`src/rtl/exti_pkg.sv`:
```
package exti_pkg;

    localparam int MODE_W = 4;

    typedef enum logic [1:0] {
        CH_IDLE,
        CH_EDGE_HELD,
        CH_LEVEL_ON
    } ch_state_e;

    typedef enum logic [2:0] {
        TRIG_OFF,
        TRIG_RISE,
        TRIG_FALL,
        TRIG_BOTH,
        TRIG_HIGH,
        TRIG_LOW
    } trig_kind_e;

    localparam logic [MODE_W-1:0] CODE_RISE = 4'd1;
    localparam logic [MODE_W-1:0] CODE_FALL = 4'd2;
    localparam logic [MODE_W-1:0] CODE_BOTH = 4'd3;
    localparam logic [MODE_W-1:0] CODE_HIGH = 4'd5;
    localparam logic [MODE_W-1:0] CODE_LOW  = 4'd6;

    function automatic trig_kind_e decode_mode(input logic [MODE_W-1:0] code);
        trig_kind_e k;
        case (code)
            CODE_RISE: k = TRIG_RISE;
            CODE_FALL: k = TRIG_FALL;
            CODE_BOTH: k = TRIG_BOTH;
            CODE_HIGH: k = TRIG_HIGH;
            CODE_LOW:  k = TRIG_LOW;
            default:   k = TRIG_OFF;
        endcase
        return k;
    endfunction

endpackage

```
`src/rtl/exti_sync.sv`:
```
module exti_sync #(
    parameter int WIDTH  = 6,
    parameter int STAGES = 2
) (
    input  logic             clk,
    input  logic             rst_n,
    input  logic [WIDTH-1:0] din,
    output logic [WIDTH-1:0] dout
);
    logic [WIDTH-1:0] stg [STAGES];

    always_ff @(posedge clk or negedge rst_n) begin
        if (!rst_n) begin
            for (int s = 0; s < STAGES; s++) stg[s] <= '0;
        end else begin
            stg[0] <= din;
            for (int s = 1; s < STAGES; s++) stg[s] <= stg[s-1];
        end
    end

    assign dout = stg[STAGES-1];


    sync_first_stage_chk: assert property (@(posedge clk) disable iff (!rst_n)
        1'b1 |=> stg[0] == $past(din));

endmodule

```
`src/rtl/exti_channel.sv`:
```
module exti_channel
    import exti_pkg::*;
(
    input  logic              clk,
    input  logic              rst_n,
    input  logic              lvl,
    input  logic [MODE_W-1:0] mode,
    input  logic              clr_req,
    output logic              pending
);
    ch_state_e  state_q, state_d;
    trig_kind_e kind;
    logic       prev_q;
    logic       edge_mode, level_mode, lvl_act, event_hit;

    always_comb begin
        kind       = decode_mode(mode);
        edge_mode  = (kind == TRIG_RISE) || (kind == TRIG_FALL) || (kind == TRIG_BOTH);
        level_mode = (kind == TRIG_HIGH) || (kind == TRIG_LOW);
        lvl_act    = (kind == TRIG_HIGH) ? lvl : ((kind == TRIG_LOW) ? !lvl : 1'b0);
        case (kind)
            TRIG_RISE: event_hit = lvl & ~prev_q;
            TRIG_FALL: event_hit = ~lvl & prev_q;
            TRIG_BOTH: event_hit = lvl ^ prev_q;
            default:   event_hit = 1'b0;
        endcase
    end

    always_ff @(posedge clk or negedge rst_n) begin
        if (!rst_n) prev_q <= 1'b0;
        else        prev_q <= lvl;
    end

    // next-state selection
    always_comb begin
        state_d = state_q;
        if (!edge_mode && !level_mode) begin
            state_d = CH_IDLE;
        end else if (level_mode) begin
            state_d = lvl_act ? CH_LEVEL_ON : CH_IDLE;
        end else begin
            unique case (state_q)
                CH_IDLE:      state_d = event_hit ? CH_EDGE_HELD : CH_IDLE;
                CH_EDGE_HELD: state_d = (event_hit || !clr_req) ? CH_EDGE_HELD : CH_IDLE;
                CH_LEVEL_ON:  state_d = event_hit ? CH_EDGE_HELD : CH_IDLE;
                default:      state_d = CH_IDLE;
            endcase
        end
    end

    // state register
    always_ff @(posedge clk or negedge rst_n) begin
        if (!rst_n) state_q <= CH_IDLE;
        else        state_q <= state_d;
    end

    // outputs
    always_comb begin
        unique case (state_q)
            CH_IDLE:      pending = 1'b0;
            CH_EDGE_HELD: pending = 1'b1;
            CH_LEVEL_ON:  pending = 1'b1;
            default:      pending = 1'b0;
        endcase
    end


    off_mode_clears_chk: assert property (@(posedge clk) disable iff (!rst_n)
        (!edge_mode && !level_mode) |=> !pending);


    edge_hold_chk: assert property (@(posedge clk) disable iff (!rst_n)
        (state_q == CH_EDGE_HELD && edge_mode && !clr_req) |=> pending);


    level_follow_chk: assert property (@(posedge clk) disable iff (!rst_n)
        level_mode |=> pending == $past(lvl_act));


    sw_clear_chk: assert property (@(posedge clk) disable iff (!rst_n)
        (edge_mode && !event_hit && clr_req) |=> !pending);

endmodule

```
`src/rtl/exti_regs.sv`:
```
module exti_regs
    import exti_pkg::*;
#(
    parameter int NPINS  = 6,
    parameter int DATA_W = 32,
    parameter int ADDR_W = 4
) (
    input  logic                    clk,
    input  logic                    rst_n,
    input  logic                    reg_wr,
    input  logic [ADDR_W-1:0]       reg_addr,
    input  logic [DATA_W-1:0]       reg_wdata,
    input  logic [NPINS-1:0]        pending,
    output logic [DATA_W-1:0]       reg_rdata,
    output logic [NPINS*MODE_W-1:0] cfg_q,
    output logic [NPINS-1:0]        en_q,
    output logic [NPINS-1:0]        clr_req
);
    localparam int CFG_W = NPINS * MODE_W;
    localparam logic [1:0] SEL_CFG  = 2'd0;
    localparam logic [1:0] SEL_AUX  = 2'd1;
    localparam logic [1:0] SEL_PEND = 2'd2;
    localparam logic [1:0] SEL_EN   = 2'd3;

    logic [1:0]        sel;
    logic [DATA_W-1:0] aux_q;

    assign sel = reg_addr[3:2];

    always_ff @(posedge clk or negedge rst_n) begin
        if (!rst_n) begin
            cfg_q <= '0;
            aux_q <= '0;
            en_q  <= '0;
        end else if (reg_wr) begin
            case (sel)
                SEL_CFG: cfg_q <= reg_wdata[CFG_W-1:0];
                SEL_AUX: aux_q <= reg_wdata;
                SEL_EN:  en_q  <= reg_wdata[NPINS-1:0];
                default: ;
            endcase
        end
    end

    assign clr_req = (reg_wr && sel == SEL_PEND) ? ~reg_wdata[NPINS-1:0] : '0;

    always_comb begin
        reg_rdata = '0;
        case (sel)
            SEL_CFG:  reg_rdata[CFG_W-1:0] = cfg_q;
            SEL_AUX:  reg_rdata            = aux_q;
            SEL_PEND: reg_rdata[NPINS-1:0] = pending;
            SEL_EN:   reg_rdata[NPINS-1:0] = en_q;
            default:  reg_rdata            = '0;
        endcase
    end


    en_write_chk: assert property (@(posedge clk) disable iff (!rst_n)
        (reg_wr && sel == SEL_EN) |=> en_q == $past(reg_wdata[NPINS-1:0]));


    cfg_write_chk: assert property (@(posedge clk) disable iff (!rst_n)
        (reg_wr && sel == SEL_CFG) |=> cfg_q == $past(reg_wdata[CFG_W-1:0]));


    aux_hold_chk: assert property (@(posedge clk) disable iff (!rst_n)
        !(reg_wr && sel == SEL_AUX) |=> $stable(aux_q));

endmodule

```
`src/rtl/exti_trigger_unit.sv`:
```
module exti_trigger_unit
    import exti_pkg::*;
#(
    parameter int NPINS       = 6,
    parameter int DATA_W      = 32,
    parameter int ADDR_W      = 4,
    parameter int SYNC_STAGES = 2
) (
    input  logic              clk,
    input  logic              rst_n,
    input  logic [NPINS-1:0]  ext_pin,
    input  logic              reg_wr,
    input  logic [ADDR_W-1:0] reg_addr,
    input  logic [DATA_W-1:0] reg_wdata,
    output logic [DATA_W-1:0] reg_rdata,
    output logic [NPINS-1:0]  irq_out
);
    localparam int CFG_W = NPINS * MODE_W;

    logic [NPINS-1:0] pin_sync, pend, en, clr;
    logic [CFG_W-1:0] cfg;

    exti_sync #(.WIDTH(NPINS), .STAGES(SYNC_STAGES)) u_sync (
        .clk  (clk),
        .rst_n(rst_n),
        .din  (ext_pin),
        .dout (pin_sync)
    );

    exti_regs #(.NPINS(NPINS), .DATA_W(DATA_W), .ADDR_W(ADDR_W)) u_regs (
        .clk      (clk),
        .rst_n    (rst_n),
        .reg_wr   (reg_wr),
        .reg_addr (reg_addr),
        .reg_wdata(reg_wdata),
        .pending  (pend),
        .reg_rdata(reg_rdata),
        .cfg_q    (cfg),
        .en_q     (en),
        .clr_req  (clr)
    );

    for (genvar i = 0; i < NPINS; i++) begin : g_ch
        exti_channel u_ch (
            .clk    (clk),
            .rst_n  (rst_n),
            .lvl    (pin_sync[i]),
            .mode   (cfg[i*MODE_W +: MODE_W]),
            .clr_req(clr[i]),
            .pending(pend[i])
        );
    end

    assign irq_out = pend & en;


    reset_quiet_chk: assert property (@(posedge clk)
        !rst_n |=> (irq_out == '0) || rst_n);

endmodule

```
`config.mk`:
```
export PLATFORM = sky130hd
export DESIGN_NAME = exti_trigger_unit
export DESIGN_NICKNAME = d
export VERILOG_FILES = /design/src/rtl/exti_pkg.sv /design/src/rtl/exti_sync.sv /design/src/rtl/exti_channel.sv /design/src/rtl/exti_regs.sv /design/src/rtl/exti_trigger_unit.sv
export SDC_FILE = /design/constraint.sdc
export NUM_CORES = 1
export LEC_CHECK = 0
export ABC_AREA = 1
export CAP_MARGIN = 0
export CORE_MARGIN = 2
export CORE_UTILIZATION = 58
export CTS_BUF_LIST = sky130_fd_sc_hd__clkbuf_16
export DETAILED_ROUTE_END_ITERATION = 10
export PLACE_DENSITY = 0.88
export SLEW_MARGIN = 10
export SYNTH_ARGS = -nofsm -noshare
export SYNTH_HDL_FRONTEND = slang
export SYNTH_HIERARCHICAL = 1
export SYNTH_SLANG_ARGS = --single-unit
```
`constraint.sdc`:
```
create_clock -name clk -period 4 [get_ports clk]
set_input_delay 1 -clock clk [delete_from_list [all_inputs] [get_ports clk]]
set_output_delay 1 -clock clk [all_outputs]
set_load 0.01 [all_outputs]
```
==> impl_results.md <==
- # fillers: ~590
- Largest stage delay, worst path: 0.72 ns
- CTS buffer count: 9
- Cell Area, Placed: around 6000 um^2
- Die ar.: 9370 um^2
- Worst R2R Setup Slack: 2.79 ns
- Critical-path cell list: clkdlybuf4s50_1, nand2_8, inv_4, nand2_1, nand2_1, clkdlybuf4s50_1
- Vias per Instance: between 5 and 6
- Core Box Area: about 8300 um^2
- Fin worst setup slack: 0.136 ns
- Finished Cell Area: ~6100 um^2
- Largest net degree at the start of global routing: 75
- Clock root buffer: clkbuf_16
- Mapped Avg Cell Area: between 7 and 8 um^2
- Synth Warn #: 6
- Pre-CTS setup slack: ~0.20 ns
- Final #Nets: between 700 and 800
- Kind of critical path: in2out
- Synth cell types: 24
- Critical path startpoint: reg_addr[2]
- Power Density: 426 nW/um^2
- Minimum clock period: a little under 4 ns
- # hold bufs at CTS: 0
- Die width: roughly 97 um
- Area of the mapped netlist: between 4000 and 5000 um^2
- Syn_nets: around 700
- Via Count: ~4200
- Status: finished clean
- RD Place Congestion: 0.846
- Clock Path Buffers: 2
- Row Count: 33
- Vias in the first global route: between 4000 and 5000
- Number of H-tree levels: 3
- Initial antenna violation count: 0
- Share of layout cells above drive strength 1: a little over a tenth
- R2r endpoint: g_ch[5].u_ch/state_q[0]
- Worst clock skew: ~0.0044 ns
- Cells after synthesis: ~630
- Crit path capture: reg_rdata[19]
- P_leak: between 3 and 4 nW
- First-pass GRT wire length: 19.6 mm
- Crit path max fanout: 19
- Resized cells post-CTS: 0
- Die Ht: between 90 and 100 um
- Final max-slew violation count: 0
- Startpoint types: input port
- Drt total wl: between 10 and 15 mm
- Multi-input gate area: approximately 2200 um^2
- Unrepaired setup endpoints after global routing: no
- ANT nets after route: 0
- ANT cells: 0
- Drt wl/cell: between 10 and 15 um
- Hold Crit Class: reg2reg
- Max-cap violations: 0
- Io pins: 83
- # setup viols final: 0
- Tot GR Track Use: 25.5%
- Fin crit share: between 90% and 100%
- Measured slew at the worst slew-check pin: between 1 and 1.5 ns
- Max Clk Rate: about 260 MHz
- Setup_tns: 0 ns
- Worst-path clk slew: 0.06 ns
- Critical Path AT: about 2.9 ns
- VDD IR max: 0.000266 V
- Highest-delay cell along the critical path: clkdlybuf4s50_1
- Relative slew slack: 27.6%
- Post-synthesis sequential area ratio: 46.1%
- Post-CTS Setup Repair Bufs: 0
- Reg2Reg Depth: 7
- Synth Register Bits: ~90
- Drt pass-1 iters: 5
- CTS tree: yes
- Initial Util: approximately 60%
- Critical Path Sink Type: output port
- CTS Sinks: 92
- Total gr overflow: 0
- # DRC: 0
- Area Overhead vs Synth: 23.0%
- Final HPWL DP: approximately 7.8 mm
- Storage cell area: approximately 2300 um^2
- Clock Latency Late Sink: about 0.33 ns
- Port bufs: 80
- Reg-to-Reg Start: u_sync/dout[5]
- Final Hold Fails: 0
- Drt initial violations: ~210
- CP required: around 3 ns
-- flip-flops by register name, indices dropped and copies added, names as in the netlist --
register,count
g_ch.u_ch/state_q,12
u_regs/cfg_q,24
g_ch.u_ch/prev_q,6
u_sync/dout,6
u_regs/aux_q,32
u_regs/en_q,6
u_sync/stg,6
-- worst max-delay path, delay by kind of cell --
family | cells | cell delay (ns)
buffers and inverters | 3 | 1.51
and+or+nand+nor | 3 | 0.34
-- per-layer routing --
metal / track usage, % / routed length (um) / vias to the layer above
li1: - / - / 2037
met1: 29.8 / 4510 / 1993
met3: 5.56 / 762 / 21
met2: 44.8 / 5910 / 157
met4: 11.4 / 217 / 0
met5: 0 / 0 / -
-- worst min-delay path by stage --
stage                   startpoint             end  depth (start not counted)
floorplan            u_sync/stg[6]  u_sync/dout[0]                          0
global placement    u_sync/stg[10]  u_sync/dout[4]                          0
detailed placement   u_sync/stg[6]  u_sync/dout[0]                          0
CTS                  u_sync/stg[7]  u_sync/dout[1]                          0
global route        u_sync/stg[10]  u_sync/dout[4]                          0
finish               u_sync/stg[7]  u_sync/dout[1]                          0
-- logic make-up (layout without fill, tap and decap cells) --
logic type / Yosys count / count (layout) / synth area share, %
and+or+nand+nor: 363 / 363 / 33.0
AOI/OAI and AO/OA: 18 / 18 / 1.80
DFF: 92 / 92 / 46.1
adders and majority gates: 36 / 36 / 9.02
buffers and inverters: 117 / 193 / 10.1
-- Yosys cell counts --
| library cell | count | area [um^2] |
|---|---|---|
| buf_1 | 1 | 3.75 |
| buf_2 | 12 | 60.1 |
| buf_4 | 10 | 75.1 |
| buf_6 | 1 | 11.3 |
| clkbuf_1 | 3 | 11.3 |
| dfrtp_1 | 92 | 2300 |
| ha_1 | 36 | 450 |
| inv_1 | 69 | 259 |
| inv_2 | 19 | 71.3 |
| inv_4 | 1 | 6.26 |
| inv_6 | 1 | 8.76 |
| nand2_1 | 247 | 927 |
| nand2_2 | 7 | 43.8 |
| nand2_8 | 1 | 20.0 |
| nand3_1 | 50 | 250 |
| nand3_2 | 6 | 60.1 |
| nand3b_1 | 6 | 45.0 |
| nand4_1 | 6 | 37.5 |
| nor2_1 | 20 | 75.1 |
| nor2_2 | 6 | 37.5 |
| nor2_4 | 8 | 90.1 |
| nor3_2 | 6 | 60.1 |
| o21ai_0 | 6 | 30.0 |
| o21ai_1 | 12 | 60.1 |
-- power by group --
group / switching, mW / total, mW / leakage (nW) / internal, mW
Combinational: 0.303 / 0.567 / 1.92 / 0.264
Sequential: 0.118 / 1.17 / 1.15 / 1.05
Clock: 0.336 / 0.875 / 0.154 / 0.539
-- per-stage QoR --
step                hold WS, ns  utilization (%)  power [mW]  cells
finish                    0.347             74.0        2.61    807
global route              0.353             74.0        2.75    807
CTS                       0.350             74.0        2.63    807
detailed placement        0.337             70.3        1.75    792
global placement          0.334             70.3        1.71    792
floorplan                 0.331                -        1.50    626
-- cell usage in the layout, fill, tap and decap left out, drive strengths merged --
cell / n
nand4: 6
ha: 36
inv: 91
o21ai: 18
clkdlybuf4s50: 79
nand2: 255
clkinv: 3
buf: 9
clkbuf: 9
nand3b: 6
nor3: 6
bufinv: 2
nor2: 34
nand3: 56
dfrtp: 92
-- area by class of cell --
cell class | instances | share of cell area, %
tap | 105 | 2.14
inverter | 90 | 5.62
multi-input combinational | 417 | 35.6
sequential | 92 | 37.5
clock buffer | 9 | 3.67
timing repair buffer | 88 | 14.2
clock inverter | 6 | 1.32
No activity file was read; power rests on OpenSTA's default activity.
